===== src/rtl/pwm_bank_pkg.sv =====
package pwm_bank_pkg;

    typedef enum logic [2:0] {
        RK_NONE,
        RK_EN,
        RK_CTRL,
        RK_PER,
        RK_THR
    } reg_kind_e;

    typedef enum logic [1:0] {
        CH_OFF,
        CH_HIGH,
        CH_LOW
    } chan_state_e;

    localparam int OFS_CTRL     = 'h00;
    localparam int OFS_PER      = 'h2C;
    localparam int OFS_THR      = 'h30;
    localparam int OFS_PER_ALT  = 'h30;
    localparam int OFS_THR_ALT  = 'h34;
    localparam int CTRL_KEEP    = 15;
    localparam int ALT_FIRST_CH = 3;

endpackage


===== src/rtl/pwm_addr_dec.sv =====
module pwm_addr_dec
    import pwm_bank_pkg::*;
#(
    parameter int NCH        = 8,
    parameter int AW         = 12,
    parameter int BASE       = 'h10,
    parameter int STRIDE     = 'h40,
    parameter bit ALT_DECODE = 1'b0
) (
    input  logic [AW-1:0]                addr_i,
    output reg_kind_e                    kind_o,
    output logic [((NCH>1)?$clog2(NCH):1)-1:0] ch_o
);
    localparam int IW  = (NCH > 1) ? $clog2(NCH) : 1;
    localparam int SSH = $clog2(STRIDE);

    logic [AW-1:0] off, idx_full, sub, per_ofs, thr_ofs;
    logic          alt;

    always_comb begin
        off      = addr_i - AW'(BASE);
        idx_full = off >> SSH;
        sub      = off & AW'(STRIDE - 1);
        alt      = ALT_DECODE && (idx_full >= AW'(ALT_FIRST_CH));
        per_ofs  = alt ? AW'(OFS_PER_ALT) : AW'(OFS_PER);
        thr_ofs  = alt ? AW'(OFS_THR_ALT) : AW'(OFS_THR);
        ch_o     = idx_full[IW-1:0];
        kind_o   = RK_NONE;
        if (addr_i == '0) begin
            kind_o = RK_EN;
        end else if (addr_i >= AW'(BASE) && idx_full < AW'(NCH)) begin
            if (sub == AW'(OFS_CTRL))  kind_o = RK_CTRL;
            else if (sub == per_ofs)   kind_o = RK_PER;
            else if (sub == thr_ofs)   kind_o = RK_THR;
        end
    end
endmodule


===== src/rtl/pwm_chan.sv =====
module pwm_chan
    import pwm_bank_pkg::*;
#(
    parameter int CNTW = 13,
    parameter int DIVW = 3
) (
    input  logic            clk,
    input  logic            rst_n,
    input  logic            en_i,
    input  logic [DIVW-1:0] div_i,
    input  logic [CNTW-1:0] per_i,
    input  logic [CNTW-1:0] thr_i,
    output logic            pwm_o
);
    localparam int PW = (1 << DIVW) - 1;

    chan_state_e     state;
    logic [CNTW-1:0] cnt, per_a, thr_a;
    logic [DIVW-1:0] div_a;
    logic [PW-1:0]   pre, pre_lim;
    logic            tick, wrap;

    always_comb begin
        pre_lim = ~({PW{1'b1}} << div_a);
        tick    = (pre == pre_lim);
        wrap    = tick && (cnt == per_a);
    end

    // state register: start / fall / wrap / stop
    always_ff @(posedge clk or negedge rst_n) begin
        if (!rst_n) begin
            state <= CH_OFF;
            cnt   <= '0;
            pre   <= '0;
            per_a <= '0;
            thr_a <= '0;
            div_a <= '0;
        end else if (!en_i) begin
            state <= CH_OFF;
            cnt   <= '0;
            pre   <= '0;
        end else begin
            unique case (state)
                CH_OFF: begin
                    state <= CH_HIGH;
                    cnt   <= '0;
                    pre   <= '0;
                    per_a <= per_i;
                    thr_a <= thr_i;
                    div_a <= div_i;
                end
                CH_HIGH, CH_LOW: begin
                    if (!tick) begin
                        pre <= pre + 1'b1;
                    end else if (wrap) begin
                        pre   <= '0;
                        state <= CH_HIGH;
                        cnt   <= '0;
                        per_a <= per_i;
                        thr_a <= thr_i;
                        div_a <= div_i;
                    end else begin
                        pre <= '0;
                        cnt <= cnt + 1'b1;
                        if (state == CH_HIGH && cnt == thr_a) state <= CH_LOW;
                    end
                end
                default: state <= CH_OFF;
            endcase
        end
    end

    // outputs
    always_comb pwm_o = (state == CH_HIGH);

    p_off_low_r7: assert property (@(posedge clk) disable iff (!rst_n)
        !en_i |=> !pwm_o);
    p_start_high_r7: assert property (@(posedge clk) disable iff (!rst_n)
        (state == CH_OFF && en_i) |=> pwm_o);
    p_full_duty_r6: assert property (@(posedge clk) disable iff (!rst_n)
        (state == CH_HIGH && en_i && thr_a >= per_a) |=> pwm_o);
    p_hold_cfg_r8: assert property (@(posedge clk) disable iff (!rst_n)
        (state != CH_OFF && en_i && !wrap) |=>
            ($stable(per_a) && $stable(thr_a) && $stable(div_a)));
    p_cnt_bound_r4: assert property (@(posedge clk) disable iff (!rst_n)
        (state != CH_OFF) |-> (cnt <= per_a));
endmodule


===== src/rtl/pwm_bank.sv =====
module pwm_bank
    import pwm_bank_pkg::*;
#(
    parameter int NCH        = 8,
    parameter int AW         = 12,
    parameter int BASE       = 'h10,
    parameter int STRIDE     = 'h40,
    parameter bit ALT_DECODE = 1'b0,
    parameter int CNTW       = 13,
    parameter int DIVW       = 3
) (
    input  logic           clk,
    input  logic           rst_n,
    input  logic           wr_en,
    input  logic           rd_en,
    input  logic [AW-1:0]  addr,
    input  logic [31:0]    wdata,
    output logic [31:0]    rdata,
    output logic [NCH-1:0] pwm_o
);
    localparam int IW = (NCH > 1) ? $clog2(NCH) : 1;

    reg_kind_e       kind;
    logic [IW-1:0]   ch;
    logic [NCH-1:0]  en_q;
    logic [NCH-1:0]  keep_q;
    logic [DIVW-1:0] div_q [NCH];
    logic [CNTW-1:0] per_q [NCH];
    logic [CNTW-1:0] thr_q [NCH];

    pwm_addr_dec #(
        .NCH(NCH), .AW(AW), .BASE(BASE), .STRIDE(STRIDE), .ALT_DECODE(ALT_DECODE)
    ) u_dec (
        .addr_i(addr),
        .kind_o(kind),
        .ch_o  (ch)
    );

    always_ff @(posedge clk or negedge rst_n) begin
        if (!rst_n)                         en_q <= '0;
        else if (wr_en && kind == RK_EN)    en_q <= wdata[NCH-1:0];
    end

    for (genvar g = 0; g < NCH; g++) begin : g_ch
        always_ff @(posedge clk or negedge rst_n) begin
            if (!rst_n) begin
                keep_q[g] <= 1'b0;
                div_q[g]  <= '0;
                per_q[g]  <= '0;
                thr_q[g]  <= '0;
            end else if (wr_en && ch == IW'(g)) begin
                if (kind == RK_CTRL) begin
                    keep_q[g] <= wdata[CTRL_KEEP];
                    div_q[g]  <= wdata[DIVW-1:0];
                end
                if (kind == RK_PER) per_q[g] <= wdata[CNTW-1:0];
                if (kind == RK_THR) thr_q[g] <= wdata[CNTW-1:0];
            end
        end

        pwm_chan #(.CNTW(CNTW), .DIVW(DIVW)) u_chan (
            .clk  (clk),
            .rst_n(rst_n),
            .en_i (en_q[g]),
            .div_i(div_q[g]),
            .per_i(per_q[g]),
            .thr_i(thr_q[g]),
            .pwm_o(pwm_o[g])
        );
    end

    always_comb begin
        rdata = '0;
        if (rd_en) begin
            unique case (kind)
                RK_EN:   rdata[NCH-1:0] = en_q;
                RK_CTRL: begin
                    rdata[CTRL_KEEP]  = keep_q[ch];
                    rdata[DIVW-1:0]   = div_q[ch];
                end
                RK_PER:  rdata[CNTW-1:0] = per_q[ch];
                RK_THR:  rdata[CNTW-1:0] = thr_q[ch];
                default: rdata = '0;
            endcase
        end
    end

    p_en_write_r1: assert property (@(posedge clk) disable iff (!rst_n)
        (wr_en && kind == RK_EN) |=> (en_q == $past(wdata[NCH-1:0])));
    p_unmapped_zero_r10: assert property (@(posedge clk) disable iff (!rst_n)
        (rd_en && kind == RK_NONE) |-> (rdata == '0));
endmodule


===== config.mk =====
export PLATFORM = sky130hd
export DESIGN_NAME = pwm_bank
export DESIGN_NICKNAME = d
export VERILOG_FILES = /design/src/rtl/pwm_bank_pkg.sv /design/src/rtl/pwm_addr_dec.sv /design/src/rtl/pwm_chan.sv /design/src/rtl/pwm_bank.sv
export SDC_FILE = /design/constraint.sdc
export NUM_CORES = 1
export LEC_CHECK = 0
export CORE_ASPECT_RATIO = 1.1
export CORE_UTILIZATION = 25
export DETAILED_ROUTE_END_ITERATION = 6
export PLACE_DENSITY = 0.43
export SETUP_SLACK_MARGIN = 0.15
export SLEW_MARGIN = 10
export SYNTH_ARGS = -nofsm -noshare
export SYNTH_HDL_FRONTEND = slang
export SYNTH_SLANG_ARGS = --single-unit

===== constraint.sdc =====
create_clock -name clk -period 9.62 [get_ports clk]
set_input_delay 1.924 -clock clk [delete_from_list [all_inputs] [get_ports clk]]
set_output_delay 1.924 -clock clk [all_outputs]
set_load 0.05 [all_outputs]

Word-level counts from Yosys, hierarchy flattened

Cells that the tools add are included.

Word-level logic and storage cells: 502
Register bits after elaboration: 656

Add/subtract/negate cells: 17
Reductions and logical operators: 101
Muxes and demuxes: 189
Shifts and indexed selects: 8
Equal/unequal tests: 93
Bitwise logic cells: 9
Magnitude comparators: 4

Operator list:

| operator                                                              | number |
|---|---|
| 13-bit 2-to-1 mux                                                     | 60 |
| 13-bit one-hot mux with 2 select lines                                | 24 |
| 13-bit equality test                                                  | 16 |
| 7-bit 2-to-1 mux                                                      | 16 |
| 7-bit one-hot mux with 2 select lines                                 | 8 |
| 13-bit by 1-bit adder with 13-bit output, second input constant       | 8 |
| 2-bit AND reduction                                                   | 40 |
| 13-bit binary-select mux with 3-bit select                            | 2 |
| 3-bit 2-to-1 mux                                                      | 23 |
| 2-bit 2-to-1 mux                                                      | 32 |
| 7-bit by 1-bit adder with 7-bit output, second input constant         | 8 |
| 7-bit equality test                                                   | 8 |
| 7-bit inverter                                                        | 8 |
| 7-bit by 3-bit left shift with 7-bit output, first input constant     | 8 |
| 3-bit one-hot mux with 2 select lines                                 | 8 |
| 2-bit by 1-bit != test with 1-bit output, second input constant       | 16 |
| 4-bit by 2-bit != test with 1-bit output, second input constant       | 8 |
| 2-bit one-hot mux with 2 select lines                                 | 8 |
| 4-bit AND reduction                                                   | 8 |
| 1-bit logical AND                                                     | 26 |
| 12-bit logical NOT                                                    | 2 |
| 3-bit by 1-bit != test with 1-bit output, second input constant       | 8 |
| 3-bit by 2-bit != test with 1-bit output, second input constant       | 8 |
| 2-bit by 1-bit equality test with 1-bit output, second input constant | 8 |
| other kinds (22)                                                      | 60 |

Longest topological paths before layout

Word-level depth: 10
Gate-level depth with buffers: 13

Modules after synthesis

A second synthesis with hierarchy kept.

Cell total of the unflattened synthesis: 2,859
Area, all modules: 34,294.1 um^2

By module, submodules not included:

| module                         | instances | seq. area each (um^2) | cells each | area each (um^2) |
|---|---|---|---|---|
| pwm_bank                       | 1         | 6,206.0               | 804        | 11,696.2 |
| pwm_chan at g_ch[0].u_chan ... | 4         | 1,276.2               | 254        | 2,795.2 |
| pwm_chan at g_ch[5].u_chan ... | 2         | 1,276.2               | 257        | 2,839.0 |
| pwm_chan at g_ch[7].u_chan     | 1         | 1,276.2               | 252        | 2,806.4 |
| pwm_chan at g_ch[4].u_chan     | 1         | 1,276.2               | 252        | 2,780.2 |
| pwm_addr_dec                   | 1         | 0.0                   | 21         | 152.6 |

Worst setup path after synthesis

No wires, ideal clock.

Kind: input-to-output
Start: input addr[4]
End: output rdata[15]
Slack: 2,777 ps
Arrival: 4,919 ps
Stages: 11
Buffers on the path: 4
Data required time: 7,696 ps
Path through: buf_2 -> or2_1 -> buf_2 -> nor3_4 -> xnor2_2 -> buf_2 -> clkbuf_1 -> nand2_1 -> nand3_1 -> nand3_1 -> a211oi_1

Longest elaborated chain between the ends: 10
Elaborated cells between the ends (all ways): 18
Those cells by class: add/sub (1); order compare (2); eq/ne (3); mux (9); reduce/logical (3)

RTL lines:

| element                                        | RTL line           | source |
|---|---|---|
| start, declared                                | pwm_bank.sv:16     | `input logic [AW-1:0] addr,` |
| 12-bit by 5-bit subtractor with 12-bit output  | pwm_addr_dec.sv:21 | `off = addr_i - AW'(BASE);` |
| 6-bit equality test                            | pwm_addr_dec.sv:34 | `else if (sub == thr_ofs) kind_o = RK_THR;` |
| 3-bit 2-to-1 mux                               | pwm_addr_dec.sv:34 |  |
| 3-bit 2-to-1 mux                               | pwm_addr_dec.sv:33 | `else if (sub == per_ofs) kind_o = RK_PER;` |
| 3-bit 2-to-1 mux                               | pwm_addr_dec.sv:32 | `if (sub == AW'(OFS_CTRL)) kind_o = RK_CTRL;` |
| 3-bit 2-to-1 mux                               | pwm_addr_dec.sv:31 | `end else if (addr_i >= AW'(BASE) && idx_full < AW'(NCH)) begin` |
| 3-bit 2-to-1 mux                               | pwm_addr_dec.sv:29 | `if (addr_i == '0) begin` |
| 3-bit by 2-bit equality test with 1-bit output | pwm_bank.sv:75     | `unique case (kind)` |
| 1-bit 2-to-1 mux *                             | pwm_bank.sv:75     |  |
| 16-bit 2-to-1 mux *                            | pwm_bank.sv:74     | `if (rd_en) begin` |
| end, declared                                  | pwm_bank.sv:18     | `output logic [31:0] rdata,` |

Every way passes the cells marked *; elsewhere a longest branch is shown, timed or not. The select of a mux whose other input is x is not followed.

Final worst setup path

Start: input addr[4]
End: output rdata[12]

Longest elaborated chain between the ends: 10
Elaborated cells between the ends (all ways): 24
Those cells by class: add/sub (1); order compare (2); eq/ne (4); mux (13); bitwise (1); reduce/logical (3)

RTL lines:

| element                                                                               | RTL line |
|---|---|
| 12-bit by 5-bit subtractor with 12-bit output                                         | pwm_addr_dec.sv:21 |
| 6-bit equality test                                                                   | pwm_addr_dec.sv:34 |
| 3-bit 2-to-1 mux                                                                      | pwm_addr_dec.sv:34 |
| 3-bit 2-to-1 mux                                                                      | pwm_addr_dec.sv:33 |
| 3-bit 2-to-1 mux                                                                      | pwm_addr_dec.sv:32 |
| 3-bit 2-to-1 mux                                                                      | pwm_addr_dec.sv:31 |
| 3-bit 2-to-1 mux                                                                      | pwm_addr_dec.sv:29 |
| 3-bit equality test or 3-bit by 2-bit equality test with 1-bit output (tied branches) | pwm_bank.sv:75 |
| 5-bit one-hot mux with 2 select lines *                                               | pwm_bank.sv:75 |
| 16-bit 2-to-1 mux *                                                                   | pwm_bank.sv:74 |

Marks and branches as above.

==> metrics.yaml <==
yosys:
  synthTopCellsByCount: "sky130_fd_sc_hd__dfrtp_1, sky130_fd_sc_hd__mux2_2, sky130_fd_sc_hd__nand2_1"
  syn-cell-area_um2: 35100
  synth_enable_flop_cells: 0
  ys_ff_latch: 656
  post_synth.cell_area_avg_um2: 10.9
  most_frequently_used_cell_type_in_the_post_synthesis_netlist: "sky130_fd_sc_hd__dfrtp_1"
  synth_cell_type_count: 96
  post_synth_main_area_contributors: "sky130_fd_sc_hd__dfrtp_1, sky130_fd_sc_hd__mux2_2, sky130_fd_sc_hd__xnor2_1"
  ys.flop_type: "sky130_fd_sc_hd__dfrtp_1"
  synth_area_leader_cell: "sky130_fd_sc_hd__dfrtp_1"
  async_sr_flop_fraction_pct: 100
  yosys.area.top_type_share_pct: 46.7
  share_of_synthesized_area_occupied_by_flip_flops_and_latches_pct: 46.7
  synthesis.yosys.warnings: 0
  post_synth_inst_count: 3229
route:
  initial_drt_markers: 1771
  drt_wl_total_um: 111000
  drt.antenna.violating_nets: 0
  routed_via_density: 4.90
  drt_pass1_iterations: 5
  detail_route.wl_per_cell_um: 22.0
  vias: 24800
  route.detailed.drc: 0
floorplan:
  start_util_pct: 25.3
  die_width_um: 359
  io_pins: 88
  std_cell_rows: 143
  core-area_um2: 139000
  overall_die_area_um2: 142000
  fp.dieH_um: 395
finish:
  num-nets-final: 3272
  layout-area-overhead-vs-synth_pct: 13.5
  post_route_cells_drive_above_1_share_pct: 22.1
sta:
  timing_worst_slew_pin_value_ps: 1170
  fin_crit_ps: 8480
  final.period_utilization_pct: 88.2
  timing.final.hold_violations: 0
  setup_repair_after_global_routing_missed_its_margin: "no"
  timing.max_slew.rel_slack_pct: 21.4
  final_skew_ps: 24.2
  max_slew_violation_count: 0
  setup_tns_ps: 0
  max_clock_freq_mhz: 118
  report.final.setup_viol: 0
setup_path:
  crit_chain: "clkdlybuf4s50_1 -> or2_4 -> buf_4 -> nor2_1 -> nor2_2 -> and2_1 -> a221o_1 -> o211ai_1 -> a21boi_0 -> buf_4 -> clkdlybuf4s50_1"
  critPathArrivalTime_ps: 6560
  worst-setup-path-type: "in -> out"
  timing.critical_path.to_type: "primary output"
  worstSetupStartpointType: "input pin"
  cpMaxStageDelayCell: "sky130_fd_sc_hd__clkdlybuf4s50_1"
  slowest_delay_ps: 810
  critPathRequiredTime_ps: 7700
  crit_path_max_fanout: 41
pwr:
  finalPower_w: 0.00607
  total_leakage_power_nw: 17.8
  peakVddDrop_uv: 138
  power.density_cell_area_nw_per_um2: 152
cts:
  cts_inserted_buffers: 78
  cts_hold_buffers: 0
  clock_path_buffers: 3
  cts_tree: "done"
  buffers_inserted_by_post_cts_timing_repair: 0
  clk_transition_reported_paths_ps: 60
  clock_sinks: 656
  postCtsResizedCells: 0
  cts_root_buf: "sky130_fd_sc_hd__clkbuf_16"
  clock_insertion_delay_worst_skew_ps: 670
  cts_max_level: 3
global_routing:
  pin_count_of_the_biggest_net_entering_global_routing: 156
  grt_pass1_vias: 24600
  overflow: 0
  grt_antenna_before_repair: 12
  globalRouteTotalUtil_pct: 15.6
  grt_pass1_wl_um: 168000
placement:
  place.gp.congestion: 0.918
  place.port_buffers: 51
  detailedPlacementHpwl_um: 79300
run_status:
  run_status: "finished clean"
job:
  maxCapViolations: 0
min_path:
  min_path_type: "reg -> reg"
-- placed cells by master, fill, tap and decap left out, types with 15 or more instances in the layout --
cell and n:
sky130_fd_sc_hd__mux2i_1 55, sky130_fd_sc_hd__conb_1 18, sky130_fd_sc_hd__nand3_1 81, sky130_fd_sc_hd__a22o_1 16
sky130_fd_sc_hd__xnor2_1 173, sky130_fd_sc_hd__nand2b_1 21, sky130_fd_sc_hd__o31ai_1 22, sky130_fd_sc_hd__clkinv_2 17
sky130_fd_sc_hd__a31oi_1 30, sky130_fd_sc_hd__nor4_1 27, sky130_fd_sc_hd__and2_1 36, sky130_fd_sc_hd__nor3_1 65
sky130_fd_sc_hd__clkbuf_1 15, sky130_fd_sc_hd__a311oi_1 22, sky130_fd_sc_hd__clkdlybuf4s50_1 46, sky130_fd_sc_hd__inv_1 45
sky130_fd_sc_hd__a211oi_1 58, sky130_fd_sc_hd__or3_1 31, sky130_fd_sc_hd__xor2_1 124, sky130_fd_sc_hd__buf_4 49
sky130_fd_sc_hd__clkbuf_16 80, sky130_fd_sc_hd__o22ai_1 19, sky130_fd_sc_hd__nor2_1 191, sky130_fd_sc_hd__o21ai_0 120
sky130_fd_sc_hd__nand4_1 69, sky130_fd_sc_hd__and3_1 37, sky130_fd_sc_hd__nor3b_1 17, sky130_fd_sc_hd__dfrtp_1 656
sky130_fd_sc_hd__nand2_1 212, sky130_fd_sc_hd__mux2_2 478, sky130_fd_sc_hd__a21oi_1 80, sky130_fd_sc_hd__ha_1 40
-- layer usage --
metal,vias up,global-route usage [%],part of all wire (%)
met5,-,0,0.026
met4,6,4.53,2.4
met3,124,2.19,4.1
met2,502,24.0,45
met1,12600,22.6,49
li1,11500,-,-
-- kinds of logic (layout without fill, tap and decap cells) --
| group | Yosys count | in the layout | share of synthesized area [%] |
|---|---|---|---|
| AOI/OAI and AO/OA | 511 | 511 | 9.87 |
| and+or+nand+nor | 867 | 867 | 12.5 |
| DFF | 656 | 656 | 46.7 |
| buffers and inverters | 289 | 284 | 3.71 |
| xor gates and xnor gates | 299 | 299 | 7.48 |
| adders and majority gates | 45 | 45 | 1.57 |
| muxes | 561 | 561 | 18.1 |
| other | 1 | 20 | 0.0107 |
-- registers in the layout, indices dropped and copies added (netlist names) --
| signal | cells |
|---|---|
| thr_q | 104 |
| g_ch.u_chan.thr_a | 104 |
| g_ch.u_chan.pre | 56 |
| en_q | 8 |
| g_ch.u_chan.cnt | 104 |
| g_ch.u_chan.div_a | 24 |
| keep_q | 8 |
| per_q | 104 |
| g_ch.u_chan.per_a | 104 |
| div_q | 24 |
| g_ch.u_chan.state | 16 |
-- critical path, delay by kind of cell --
kind	cells	cell delay, ps
simple gates	4	1810
compound gates	3	540
buf+inv	4	2270
-- metrics by stage --
step	hold WS [ps]	cell area, µm²	setup slack, ps	utilization [%]	std cells
2_1_floorplan	474	35200	2780	-	3246
3_3_place_gp	497	37300	1290	26.9	4916
3_5_place_dp	501	37300	1170	26.9	4916
4_1_cts	516	39900	1160	28.7	5053
5_1_grt	531	39900	967	28.7	5053
6_report	514	39900	1140	28.7	5055
-- worst paths after layout --
| path | start | endpoint | slack (ps) | cells after the start |
|---|---|---|---|---|
| worst min register to register | keep_q[2] | keep_q[2] | 510 | 1 |
| max in group asynchronous | rst_n | g_ch[7].u_chan.per_a[11] | 6190 | 3 |
| min in group asynchronous | rst_n | g_ch[6].u_chan.cnt[9] | 1210 | 1 |
| worst max register to register | g_ch[7].u_chan.cnt[0] | g_ch[7].u_chan.cnt[5] | 6580 | 7 |
| worst max-delay path | addr[4] | rdata[12] | 1140 | 11 |
| worst min-delay path | keep_q[2] | keep_q[2] | 510 | 1 |
-- cell type report --
cell class | instances | area, µm²
Antenna cell | 2 | 5.00
Sequential cell | 656 | 16400
Clock buffer | 105 | 2200
Fill cell | 14400 | 99000
Tap cell | 1812 | 2270
Inverter | 45 | 169
Timing Repair Buffer | 102 | 925
Clock inverter | 32 | 370
Multi-Input combinational cell | 2301 | 17500
-- where the power goes --
part | leakage (nW) | switching (W) | total, W | internal (W)
Sequential | 9.17 | 0.0000102 | 0.00278 | 0.00277
Clock | 1.27 | 0.00123 | 0.00302 | 0.00179
Combinational | 7.34 | 0.000211 | 0.000277 | 0.0000655
(Power assumes the default switching activity.)
